### config.mk
export PLATFORM = sky130hd
export DESIGN_NAME = gpirq_top
export DESIGN_NICKNAME = d
export VERILOG_FILES = /design/src/rtl/gpirq_pkg.sv /design/src/rtl/gpirq_sync.sv /design/src/rtl/gpirq_delay.sv /design/src/rtl/gpirq_cell.sv /design/src/rtl/gpirq_top.sv
export SDC_FILE = /design/constraint.sdc
export NUM_CORES = 1
export LEC_CHECK = 0
export ABC_AREA = 1
export BUFFER_PORTS_ARGS = -buffer_cell sky130_fd_sc_hd__buf_2
export CAP_MARGIN = 40
export CORE_UTILIZATION = 51
export CTS_BUF_LIST = sky130_fd_sc_hd__clkbuf_4 sky130_fd_sc_hd__clkbuf_8
export DETAILED_ROUTE_END_ITERATION = 6
export PLACE_DENSITY = 0.87
export SKIP_LAST_GASP = 1
export SLEW_MARGIN = 10
export SYNTH_ARGS = -nofsm -noshare
export SYNTH_HDL_FRONTEND = slang
export SYNTH_HIERARCHICAL = 1
export SYNTH_SLANG_ARGS = --single-unit
### constraint.sdc
create_clock -name clk -period 4.56 [get_ports clk]
set_clock_uncertainty 0.05 [all_clocks]
set_input_delay 0.228 -clock clk [delete_from_list [all_inputs] [get_ports clk]]
set_output_delay 0.228 -clock clk [all_outputs]
set_load 0.05 [all_outputs]
### src/rtl/gpirq_pkg.sv
package gpirq_pkg;
  localparam int SW        = 16;
  localparam int PIN_LSB   = 1;
  localparam int BIT_THERM = 11;
  localparam int BIT_DRDY  = 12;
  localparam int BIT_PEN   = 13;
  localparam int BIT_COMP2 = 14;
  localparam int BIT_COMP1 = 15;

  // Bits that have a source behind them.
  function automatic logic [SW-1:0] map_mask(int npin);
    logic [SW-1:0] m;
    m = '0;
    for (int i = 0; i < npin; i++) m[PIN_LSB+i] = 1'b1;
    m[BIT_THERM] = 1'b1;
    m[BIT_DRDY]  = 1'b1;
    m[BIT_PEN]   = 1'b1;
    m[BIT_COMP2] = 1'b1;
    m[BIT_COMP1] = 1'b1;
    return m;
  endfunction
endpackage

### src/rtl/gpirq_sync.sv
module gpirq_sync #(
  parameter int W = 1
) (
  input  logic         clk,
  input  logic         rst_n,
  input  logic [W-1:0] d_i,
  output logic [W-1:0] q_o
);
  logic [W-1:0] s1, s2;
  always_ff @(posedge clk) begin
    if (!rst_n) begin
      s1 <= '0;
      s2 <= '0;
    end else begin
      s1 <= d_i;
      s2 <= s1;
    end
  end
  assign q_o = s2;
endmodule

### src/rtl/gpirq_delay.sv
module gpirq_delay #(
  parameter int CW = 8
) (
  input  logic          clk,
  input  logic          rst_n,
  input  logic          en_i,
  input  logic [CW-1:0] lim_i,
  input  logic          act_i,
  output logic          qual_o
);
  logic [CW-1:0] cnt;
  // Count consecutive active cycles, saturating at the limit.
  always_ff @(posedge clk) begin
    if (!rst_n || !act_i) cnt <= '0;
    else if (cnt < lim_i) cnt <= cnt + 1'b1;
  end
  assign qual_o = act_i && (!en_i || (cnt >= lim_i));
endmodule

### src/rtl/gpirq_cell.sv
module gpirq_cell (
  input  logic clk,
  input  logic rst_n,
  input  logic lvl_i,
  input  logic sticky_i,
  input  logic clr_i,
  output logic st_o
);
  logic prev, st;
  logic rise;
  assign rise = lvl_i && !prev;
  always_ff @(posedge clk) begin
    if (!rst_n) begin
      prev <= 1'b0;
      st   <= 1'b0;
    end else begin
      prev <= lvl_i;
      if (sticky_i) st <= (st && !clr_i) || rise;
      else          st <= lvl_i;
    end
  end
  assign st_o = st;
endmodule

### src/rtl/gpirq_top.sv
module gpirq_top
  import gpirq_pkg::*;
#(
  parameter int NPIN  = 5,
  parameter int DLY_W = 8
) (
  input  logic             clk,
  input  logic             rst_n,
  input  logic [NPIN-1:0]  pin_in,
  input  logic             comp1_in,
  input  logic             comp2_in,
  input  logic             pen_down_in,
  input  logic             data_rdy_in,
  input  logic             over_temp_in,
  input  logic [SW-1:0]    cfg_pol,
  input  logic [SW-1:0]    cfg_sticky,
  input  logic [SW-1:0]    cfg_irq_en,
  input  logic [SW-1:0]    cfg_wake_en,
  input  logic             cfg_dly_en,
  input  logic [DLY_W-1:0] cfg_dly_cyc,
  input  logic             clr_valid,
  input  logic [SW-1:0]    clr_mask,
  output logic [SW-1:0]    status_o,
  output logic             irq_o,
  output logic             wake_o,
  input  logic             slot_tick,
  input  logic             slot_ready,
  output logic             slot_valid,
  output logic [SW-1:0]    slot_data
);
  localparam logic [SW-1:0] MAP = map_mask(NPIN);

  logic [NPIN-1:0] pin_s;
  logic [SW-1:0]   raw, act, lvl, clr_vec, st;
  logic            comp2_q;

  gpirq_sync #(.W(NPIN)) u_sync (
    .clk   (clk),
    .rst_n (rst_n),
    .d_i   (pin_in),
    .q_o   (pin_s)
  );

  always_comb begin
    raw = '0;
    raw[PIN_LSB +: NPIN] = pin_s;
    raw[BIT_COMP1] = comp1_in;
    raw[BIT_COMP2] = comp2_in;
    raw[BIT_PEN]   = pen_down_in;
    raw[BIT_DRDY]  = data_rdy_in;
    raw[BIT_THERM] = !over_temp_in;
  end

  assign act = ~(raw ^ cfg_pol);

  gpirq_delay #(.CW(DLY_W)) u_dly (
    .clk    (clk),
    .rst_n  (rst_n),
    .en_i   (cfg_dly_en),
    .lim_i  (cfg_dly_cyc),
    .act_i  (act[BIT_COMP2]),
    .qual_o (comp2_q)
  );

  always_comb begin
    lvl = act & MAP;
    lvl[BIT_COMP2] = comp2_q;
  end

  assign clr_vec = clr_valid ? ~clr_mask : '0;

  for (genvar gi = 0; gi < SW; gi++) begin : g_bit
    gpirq_cell u_cell (
      .clk      (clk),
      .rst_n    (rst_n),
      .lvl_i    (lvl[gi]),
      .sticky_i (cfg_sticky[gi]),
      .clr_i    (clr_vec[gi]),
      .st_o     (st[gi])
    );
  end

  assign status_o = st;
  assign irq_o    = |(st & cfg_sticky & cfg_irq_en);
  assign wake_o   = |(st & cfg_wake_en);

  always_ff @(posedge clk) begin
    if (!rst_n) begin
      slot_valid <= 1'b0;
      slot_data  <= '0;
    end else if (slot_tick && (!slot_valid || slot_ready)) begin
      slot_valid <= 1'b1;
      slot_data  <= st;
    end else if (slot_ready) begin
      slot_valid <= 1'b0;
    end
  end
endmodule

# After elaboration in Yosys (flattened, before gate mapping)
# Index checks and enable logic that the tools add are counted.
[word_totals]
ff_bits = 61
inputBits = 104
out_inout_bits = 35
word_cells = 134
[op_classes]
addsub = 1
n_lt_le_gt_ge = 2
mux = 13
bitwise_logic = 6
n_reduce_logical = 81
[ops]
columns = ["operator", "count"]
rows = [
  ["bitwise AND 16 bit", 3],
  ["NOT 16 bit", 2],
  ["OR reduction 16 bit", 2],
  ["logical NOT 1 bit", 31],
  ["logical AND 1 bit", 28],
  ["two-way mux 16 bit", 1],
  ["bitwise XOR 16 bit", 1],
  ["logical OR 1 bit", 13],
  ["two-way mux 1 bit", 12],
  ["AND reduction 2 bit", 6],
  ["adder 8 x 1 -> 8 bit (second input constant)", 1],
  [">= comparator 8 bit", 1],
  ["less-than comparator 8 bit", 1],
  ["nonzero test 2 bit", 1],
]

# Depth between registers and ports, before layout
# Gate-level depths: netlist of run 1.
[logic_depth]
ltp_word = 7
depth_mapped = 16
depth_no_buf = 15

# By module
# Netlist of run 1, hierarchy kept.
[modules_own_cells]
columns = ["mod", "n_inst", "cells_per_inst", "area_per_inst_um2", "seq_area_each_um2"]
rows = [
  ["gpirq_cell", 16, 12, 82.6, 40.0],
  ["gpirq_top", 1, 161, 1036.0, 340.3],
  ["gpirq_delay", 1, 107, 675.6, 160.2],
  ["gpirq_sync", 1, 31, 286.5, 200.2],
]

# Worst setup path after synthesis of run 1
# No wires, ideal clock.
[synth_timing]
path_kind = "register -> output"
from = "register g_bit[6].u_cell.st"
to = "output port irq_o"
arrival_time_ns = 1.323
required_time_ns = 4.282
path_slack_ns = 2.959
stages_incl_launch_ff = 7
n_path_buf = 0
cell_sequence = "dfxtp_1 -> nand3_1 -> nand2_1 -> inv_1 -> nand2_1 -> nor2_1 -> nand2_1"
[synth_between]
elab_chain_len = 3
[synth_rtl]
columns = ["item", "line", "rtl"]
rows = [
  ["start, declared", "gpirq_cell.sv:9", "logic prev, st;"],
  ["start signal, assigned", "gpirq_cell.sv:18", "if (sticky_i) st <= (st && !clr_i) || rise;"],
  ["start signal, assigned", "gpirq_cell.sv:19", "else st <= lvl_i;"],
  ["bitwise AND 16 bit (2 in a row)", "gpirq_top.sv:84", "assign irq_o = |(st & cfg_sticky & cfg_irq_en);"],
  ["OR reduction 16 bit", "gpirq_top.sv:84", ""],
  ["end, declared", "gpirq_top.sv:24", "output logic irq_o,"],
]
# Every way passes these cells.

# Worst setup path after layout of run 1
[layout_timing]
from = "register g_bit[8].u_cell.st"
to = "output port irq_o"
[layout_between]
elab_chain_len = 3
[layout_rtl]
columns = ["item", "line"]
rows = [
  ["start, declared", "gpirq_cell.sv:9"],
  ["start signal, assigned", "gpirq_cell.sv:18"],
  ["start signal, assigned", "gpirq_cell.sv:19"],
  ["bitwise AND 16 bit (2 in a row)", "gpirq_top.sv:84"],
  ["OR reduction 16 bit", "gpirq_top.sv:84"],
]
# Every way passes these cells.

==> out/metrics.yaml, run 1 <==
status:
  status: "completed"
yosys:
  synth_top_family_by_area: "simple AND/OR/NAND/NOR gates"
  seq_area_frac_synth: 0.404
  synthMuxAreaShare: 0
  synth_edf_count: 0
  ys_ff_latch: 67
  postSynthAreaPerCell_um2: 6.76
  synth_compound_area_frac: 0.0430
  yosys_most_used_dff: "dfxtp_1"
  syn_inst: 491
  synth.cell_area_um2: 3320
  yosys_warnings: 6
  post_synth_fa_ha_maj_area_fraction: 0.0339
  synth_xor_xnor_area_share: 0.0264
  synth_simple_gate_area_frac: 0.371
  async_flop_share: 0
  synth_cell_types: 24
sta:
  finalCritPeriodShare: 0.369
  worst_slew_pin_slew_ns: 0.644
  finalSetupTns_ns: 0
  holdWs_ns: 0.0287
  hold_viol_final: 0
  maxSlewViolCount: 0
  max_freq_ghz: 0.594
  setup_viol: 0
  finalCriticalPeriod_ns: 1.68
  rsz0062_at_grt: "false"
  relSlewSlack: 0.570
pwr:
  p_seq_frac: 0.464
  p_comb_frac: 0.223
  power_frac_clock: 0.313
  switchingPower_w: 0.000444
  ir_drop_mv: 0.302
  power_leakage_nw: 2.48
  p_int_w: 0.000971
  sw_frac_of_total: 0.314
  pwr_density_cell_nw_per_um2: 334
clock_tree:
  clk_path_buf_depth: 2
  cts_max_level: 3
  clk_latency_ns: 0.33
  postCtsResizedCells: 0
  cts_setup_buffers: 0
  clk_pin_slew_ns: 0.06
  cts-buffers-inserted: 9
  cts_tree: "done"
  clkSinkCount: 67
  cts_root_buf: "clkbuf_8"
  holdBufCountCts: 0
critical_path:
  crit_path_frequent_cell: "nand2_1"
  path_cells: "nand3_1, nand2_1, inv_1, nand2_1, nor2_1, nand2_1, buf_2"
  crit_required_ns: 4.28
  path_class: "flop to output pin"
  cp-start-kind: "flop"
  crit_fanout: 5
  critPathBufInv: 2
  cp.arrival_ns: 1.41
  r2r_cells: 13
  crit_family: "flip-flops"
  crit_path_max_incr_delay_ns: 0.43
  worstSetupPathDepth: 7
  cp_slowest_cell: "dfxtp_1"
  critPathCaptureType: "output pin"
cells_and_area:
  n_antenna_cell: 0
  drive_gt1_frac: 0.328
  postLayoutCoreUtil: 0.671
  nets: 747
  multiInputGateArea_um2: 1600
  area_delta_synth_final_pct: 27.6
  final_cell_mix: "buf_2 (132), nand2_1 (126), nor2_1 (81)"
  stdcell_count: 715
  layout_commonest_cell: "buf_2"
  fillers: 574
  seq_area_um2: 1340
place:
  finalWeightedCongestion: 0.803
  dp_hpwl_um: 6460
  io_buffer_count: 132
  dp.cells: 700
drt:
  drt.antenna.violating_nets: 0
  post_drt_wl_per_cell_um: 11.5
  drt-vias-per-instance: 4.70
  dr.first_iter.drc_count: 131
  drt_pass1_iterations: 5
  drc_errors: 0
  vias: 3361
  drt-total-wl_um: 8230
grt:
  antenna_found_initial: 0
  grt_pass1_wl_um: 11900
  grt_max_degree: 48
  grt_pass1_vias: 2772
  grt_use_total: 0.237
  gr-total-overflow: 0
min_path:
  holdPathStages: 3
  hold_path_class: "input port to flop"
die:
  rows: 29
  dieArea_um2: 6840
  die-width_um: 82.7
  initial_utilization: 0.526
  coreArea_um2: 6310
  ios: 139
  die_y_um: 82.7
job:
  drv_cap: 0
path summary, 6_finish.rpt:
check | to | from | slack, ns
worst max register to register | g_bit[14].u_cell/st_o | u_dly/cnt[3] | 2.89
worst min-delay path | u_sync/s1[3] | pin_in[3] | 0.03
worst max-delay path | irq_o | g_bit[8].u_cell/st_o | 2.88
worst min register to register | u_sync/q_o[4] | u_sync/s1[4] | 0.36
power by group through the flow:
stage	clock network (W)	registers [W]	logic, W
floorplan	0	0.000747	0.000131
global placement	0	0.000667	0.000304
detailed placement	0	0.000669	0.000314
CTS	0.000459	0.000656	0.000316
global route	0.000487	0.000661	0.000348
finish	0.000443	0.000657	0.000315
through the flow:
step	worst slack [ns]	total power [W]	area (um^2)
6_report	2.88	0.00141	4230
4_1_cts	2.84	0.00143	4230
2_1_floorplan	2.96	0.000878	3340
3_5_place_dp	2.89	0.000983	4050
5_1_grt	2.77	0.00150	4230
3_3_place_gp	2.92	0.000972	4030
layout make-up:
type,count,share of cell area
Clock inverter,2,0.00236
Multi-Input combinational cell,335,0.377
Sequential cell,67,0.317
Clock buffer,13,0.0408
Tap cell,77,0.0228
Inverter,88,0.0792
Timing Repair Buffer,133,0.161
cells by family (layout without fill, tap and decap cells):
kind of cell             after synthesis  after routing
other                                  1              6
buffers and inverters                 94            236
flip-flops                            67             67
AO/OA/AOI/OAI                         28             28
adder cells (fa/ha/maj)                9              9
XOR/XNOR                              10             10
AND/OR/NAND/NOR                      282            282
routing by layer:
layer  GRT usage  vias up  part of all wire  wire (um)
met5           0        -                 0          0
met4      0.0862        0             0.012        100
met3      0.0615       11             0.071        586
met2       0.432      126              0.50       4150
met1       0.264     1482              0.41       3390
li1            -     1742                 -          -
worst min-delay path: stages:
cell and delay [ns]:
buf_2 0.07, nand2_1 0.04, inv_1 0.04
registers in the layout, summed over array words and instances, names as in the netlist:
register,flops
slot_data,16
slot_valid,1
u_sync/q_o,5
g_bit.u_cell/st_o,16
u_sync/s1,5
u_dly/cnt,8
g_bit.u_cell/prev,16
synthesized netlist by cell type (2+ instances only):
cell,number,share of area
nand4_1,5,0.0094
xnor2_1,9,0.024
o21ai_1,3,0.0045
ha_1,9,0.034
buf_2,2,0.0030
inv_1,71,0.080
nand2_4,2,0.0068
dfxtp_1,67,0.40
a21oi_1,11,0.017
nand2_1,126,0.14
o21ai_0,13,0.020
nor2_1,81,0.092
nand2_2,36,0.068
buf_6,3,0.010
nand3_1,26,0.039
nor2_2,4,0.0075
inv_2,16,0.018
Note: power is estimated with default switching activity, not from simulation.
==> run 2, diff against run 1 <==
--- a/config.mk
+++ b/config.mk
@@ -8,10 +8,10 @@
 export ABC_AREA = 1
 export BUFFER_PORTS_ARGS = -buffer_cell sky130_fd_sc_hd__buf_2
 export CAP_MARGIN = 40
-export CORE_UTILIZATION = 51
+export CORE_UTILIZATION = 45
 export CTS_BUF_LIST = sky130_fd_sc_hd__clkbuf_4 sky130_fd_sc_hd__clkbuf_8
 export DETAILED_ROUTE_END_ITERATION = 6
-export PLACE_DENSITY = 0.87
+export PLACE_DENSITY = 0.82
 export SKIP_LAST_GASP = 1
 export SLEW_MARGIN = 10
 export SYNTH_ARGS = -nofsm -noshare
==> constraint.sdc (replaced) <==
create_clock -name clk -period 1.51 [get_ports clk]
set_clock_uncertainty 0.05 [all_clocks]
set_input_delay 0.0755 -clock clk [delete_from_list [all_inputs] [get_ports clk]]
set_output_delay 0.0755 -clock clk [all_outputs]
set_load 0.05 [all_outputs]
==> out/metrics.yaml, run 2 (synthesis gave the netlist of run 1 again) <==
sta:
  maxSlewViolCount: 0
  hold_viol_final: 1
  rsz0062_at_grt: "true"
  max_freq_ghz: 0.672
  holdWs_ns: -0.00487
  setup_viol: 0
  finalCritPeriodShare: 0.985
  finalCriticalPeriod_ns: 1.49
  worst_slack_ns: 0.0223
die:
  coreArea_um2: 6940
  die_y_um: 87.9
  dieArea_um2: 7720
  initial_utilization: 0.478
  rows: 30
  die-width_um: 87.9
  ios: 139
place:
  dp_hpwl_um: 6470
  io_buffer_count: 132
  finalWeightedCongestion: 0.813
  pre_cts_ws_ns: -0.00696
clock_tree:
  clk_pin_slew_ns: 0.07
  clkSinkCount: 67
  cts_root_buf: "clkbuf_8"
  clk_path_buf_depth: 2
  cts_tree: "done"
  cts_max_level: 3
  cts-buffers-inserted: 9
  clk_latency_ns: 0.34
drt:
  drt_pass1_iterations: 5
  vias: 3534
  drt-total-wl_um: 9120
  drc_errors: 0
  post_drt_wl_per_cell_um: 11.7
  dr.first_iter.drc_count: 129
  drt.antenna.violating_nets: 0
  drt-vias-per-instance: 4.53
pwr:
  power_leakage_nw: 2.69
  ir_drop_mv: 0.722
  p_seq_frac: 0.435
  p_int_w: 0.00308
  power_frac_clock: 0.330
  p_comb_frac: 0.235
  switchingPower_w: 0.00147
  pwr_density_cell_nw_per_um2: 950
  sw_frac_of_total: 0.322
critical_path:
  timing.rr.end: "u_dly/cnt[0]"
  cp_slowest_cell: "dlygate4sd3_1"
  crit_fanout: 3
  crit_required_ns: 1.38
  crit_start: "cfg_sticky[4]"
  path_cells: "dlygate4sd3_1, buf_2, nand3_1, nand4_1, nor2_1, nand2_1, buf_6"
  cp-start-kind: "input port"
  critPathCaptureType: "output pin"
  r2r_cells: 9
  r2r_start: "u_dly/cnt[7]"
  path_class: "input port to output pin"
  r2r_slack_ns: 0.05
  crit_path_max_incr_delay_ns: 0.54
  cp.arrival_ns: 1.36
min_path:
  hold_path_class: "input port to flop"
  min_delay_worst_endpoint: "g_bit[12].u_cell/prev"
  holdPathStages: 4
  worstHoldStart: "cfg_pol[12]"
grt:
  antenna_found_initial: 0
  grt_max_degree: 34
  grt_pass1_vias: 3382
  gr-total-overflow: 0
  grt_use_total: 0.240
  grt_pass1_wl_um: 14200
cells_and_area:
  n_antenna_cell: 0
  nets: 792
  layout_commonest_cell: "buf_2"
  drive_gt1_frac: 0.358
  final_cell_mix: "buf_2 (129), nand2_1 (125), nor2_1 (79)"
  area_delta_synth_final_pct: 44.4
status:
  status: "finished, violations left"
  violations: "hold timing"
job:
  drv_cap: 0
==> run 2: routing by layer <==
metal,track usage,vias to the layer above,wire (um)
met5,0,-,0
met4,0.109,0,239
met3,0.0622,24,539
met2,0.448,124,4650
met1,0.251,1550,3700
li1,-,1836,-
==> run 2: power groups by stage <==
stage               sequential [W]  combinational (W)  clock (W)
detailed placement         0.00202           0.000965          0
floorplan                  0.00225           0.000398          0
CTS                        0.00198            0.00105    0.00153
finish                     0.00198            0.00107    0.00150
global route               0.00199            0.00117    0.00162
global placement           0.00201           0.000942          0
==> run 2: area by class of cell <==
| cell class | instances | area, um^2 |
|---|---|---|
| Fill cell | 577 | 2150 |
| Inverter | 88 | 335 |
| Clock buffer | 10 | 138 |
| Tap cell | 96 | 120 |
| Timing Repair Buffer | 178 | 1120 |
| Clock inverter | 6 | 65.1 |
| Multi-Input combinational cell | 335 | 1660 |
| Sequential cell | 67 | 1360 |
==> run 2: what timing repair did <==
action	CTS	global route
gates resized for setup	7	20
endpoints found under the setup margin	3	13
setup buffers	0	3
hold endpoints to repair	30	0
pin swaps	1	4
hold buffers	34	0
==> run 2: worst max path at each step <==
| stage | endpoint | slack, ns |
|---|---|---|
| after CTS | irq_o | -0.008 |
| after detailed placement | g_bit[14].u_cell/st_o | -0.007 |
| final | irq_o | 0.02 |
| after global placement | g_bit[14].u_cell/st_o | 0.008 |
| after global routing | irq_o | -0.07 |
| after floorplan | g_bit[14].u_cell/st_o | 0.006 |
==> run 2: through the flow <==
step	area [um^2]	std cells	total power [W]	util	TNS [ns]
detailed placement	4170	729	0.00298	0.600	-0.00696
CTS	4740	779	0.00456	0.682	-0.00833
global placement	4170	729	0.00295	0.600	0
finish	4790	780	0.00455	0.690	0
global route	4790	780	0.00478	0.690	-0.151
floorplan	3360	496	0.00265	-	0
==> run 2: worst max-delay path: cells and delay by family <==
family	cells	cell delay (ns)
buffers and inverters	3	0.84
AND/OR/NAND/NOR	4	0.44
==> run 3, diff against run 2 <==
--- a/config.mk
+++ b/config.mk
@@ -8,10 +8,13 @@
 export ABC_AREA = 1
 export BUFFER_PORTS_ARGS = -buffer_cell sky130_fd_sc_hd__buf_2
 export CAP_MARGIN = 40
-export CORE_UTILIZATION = 45
+export CELL_PAD_IN_SITES_DETAIL_PLACEMENT = 1
+export CELL_PAD_IN_SITES_GLOBAL_PLACEMENT = 1
+export CORE_UTILIZATION = 30
 export CTS_BUF_LIST = sky130_fd_sc_hd__clkbuf_4 sky130_fd_sc_hd__clkbuf_8
 export DETAILED_ROUTE_END_ITERATION = 6
-export PLACE_DENSITY = 0.82
+export PLACE_DENSITY = 0.81
+export REMOVE_ABC_BUFFERS = 1
 export SKIP_LAST_GASP = 1
 export SLEW_MARGIN = 10
 export SYNTH_ARGS = -nofsm -noshare
==> out/metrics.yaml, run 3 (synthesis gave the netlist of run 1 again) <==
status:
  status: "completed"
critical_path:
  path_class: "flop to output pin"
  r2r_start: "u_dly/cnt[7]"
  cp.arrival_ns: 1.37
  timing.rr.end: "u_dly/cnt[5]"
  cp-start-kind: "flop"
  r2r_cells: 8
  crit_required_ns: 1.38
  r2r_slack_ns: 0.03
  critPathCaptureType: "output pin"
  crit_fanout: 2
cells_and_area:
  n_antenna_cell: 0
  seq_area_um2: 1360
  area_delta_synth_final_pct: 48.1
  stdcell_count: 821
  layout_commonest_cell: "buf_2"
  fillers: 1416
  postLayoutCellArea_um2: 4920
  multiInputGateArea_um2: 1760
  drive_gt1_frac: 0.388
  nets: 791
  final_cell_mix: "buf_2 (128), nand2_1 (122), nor2_1 (75)"
clock_tree:
  clk_latency_ns: 0.34
  cts_max_level: 3
  cts-buffers-inserted: 9
  clkSinkCount: 67
  cts_root_buf: "clkbuf_8"
  clk_pin_slew_ns: 0.07
  clk_path_buf_depth: 2
  cts_tree: "done"
die:
  ios: 139
  coreArea_um2: 10800
  rows: 38
  dieArea_um2: 11500
  initial_utilization: 0.308
  die_y_um: 107
  die-width_um: 107
sta:
  finalCriticalPeriod_ns: 1.50
  maxSlewViolCount: 0
  finalCritPeriodShare: 0.993
  hold_viol_final: 0
  max_freq_ghz: 0.667
  setup_viol: 0
  rsz0062_at_grt: "true"
grt:
  grt_max_degree: 19
  gr-usage-met3: 0.0292
  gr-total-overflow: 0
  grt_use_total: 0.190
  grt_pass1_vias: 3703
  met2_usage: 0.353
  use_met1: 0.210
  antenna_found_initial: 0
  grt_pass1_wl_um: 16900
  busiest_layer: "met2"
drt:
  drt_pass1_iterations: 4
  drt.antenna.violating_nets: 0
  drt-total-wl_um: 10600
  dr.first_iter.drc_count: 158
  vias: 3609
  drc_errors: 0
  drt-vias-per-instance: 4.40
  post_drt_wl_per_cell_um: 12.9
place:
  dp_hpwl_um: 8040
  finalWeightedCongestion: 0.799
  postPlaceCellArea_um2: 4310
  dp.cells: 784
  io_buffer_count: 132
job:
  drv_cap: 0
pwr:
  pwr_density_cell_nw_per_um2: 900
  power_leakage_nw: 2.71
  ir_drop_mv: 0.487
min_path:
  hold_path_class: "input port to flop"
  min_delay_worst_endpoint: "g_bit[5].u_cell/st_o"
  holdPathStages: 4
  worstHoldStart: "cfg_sticky[5]"
[run 3: cell types whose count changed in the layout (fill, tap and decap cells not counted), sizes merged]
| cell | previous run | this run |
|---|---|---|
| dlygate4sd3 | 33 | 24 |
| buf | 145 | 153 |
| clkbuf | 10 | 11 |
| clkinvlp | 4 | 0 |
| bufinv | 1 | 0 |
| clkinv | 1 | 3 |
[run 3: area by class of cell]
class / count / area share
well taps: 140 / 0.0356
repair buffers: 177 / 0.229
clock buffers: 11 / 0.0308
clock inverters: 3 / 0.00305
flip-flops and latches: 67 / 0.276
inverters: 88 / 0.0682
multi-input cells: 335 / 0.358
[run 3: where the power goes]
group | switching, W | internal [W]
Clock | 0.000672 | 0.000660
Combinational | 0.000710 | 0.000414
Sequential | 0.0000796 | 0.00189
[run 3: repair_timing]
item                       CTS  global route
hold buffers                24             0
gates resized for setup     17            34
gates cloned                 0             0
buffers inserted             0             1
setup endpoints to repair    8            12
hold endpoints to repair    20             0
pin swaps                    3             8
[run 3: how the worst max path moves through the flow]
stage / from / end / slack (ns)
after floorplan: u_dly/cnt[3] / g_bit[14].u_cell/st_o / 0.003
after global placement: u_dly/cnt[7] / g_bit[14].u_cell/st_o / 0.02
after detailed placement: u_dly/cnt[4] / g_bit[14].u_cell/st_o / -0.02
after CTS: g_bit[4].u_cell/st_o / irq_o / -0.04
after global routing: g_bit[4].u_cell/st_o / wake_o / -0.05
final: g_bit[4].u_cell/st_o / irq_o / 0.01
[run 3: routing by layer]
| metal | vias to the layer above | part of all wire |
|---|---|---|
| li1 | 1828 | - |
| met1 | 1661 | 0.42 |
| met2 | 93 | 0.51 |
| met3 | 27 | 0.038 |
| met4 | 0 | 0.032 |
| met5 | - | 0 |
[run 3: worst max-delay path, stage by stage, from the launching register on]
cell	delay [ns]
dfxtp_2	0.33
nand3_1	0.14
nand4_1	0.16
nor2_2	0.17
nand2_1	0.09
buf_6	0.16
[run 3: through the flow]
stage	setup TNS, ns	utilization	total power, W	setup slack [ns]	hold slack (ns)
6_report	0	0.456	0.00443	0.0107	0.00203
5_1_grt	-0.238	0.456	0.00466	-0.0536	0.00379
4_1_cts	-0.0365	0.443	0.00445	-0.0365	0.000468
3_5_place_dp	-0.101	0.400	0.00304	-0.0235	0.218
3_3_place_gp	0	0.400	0.00300	0.0250	0.202
2_1_floorplan	0	-	0.00263	0.00325	0.119
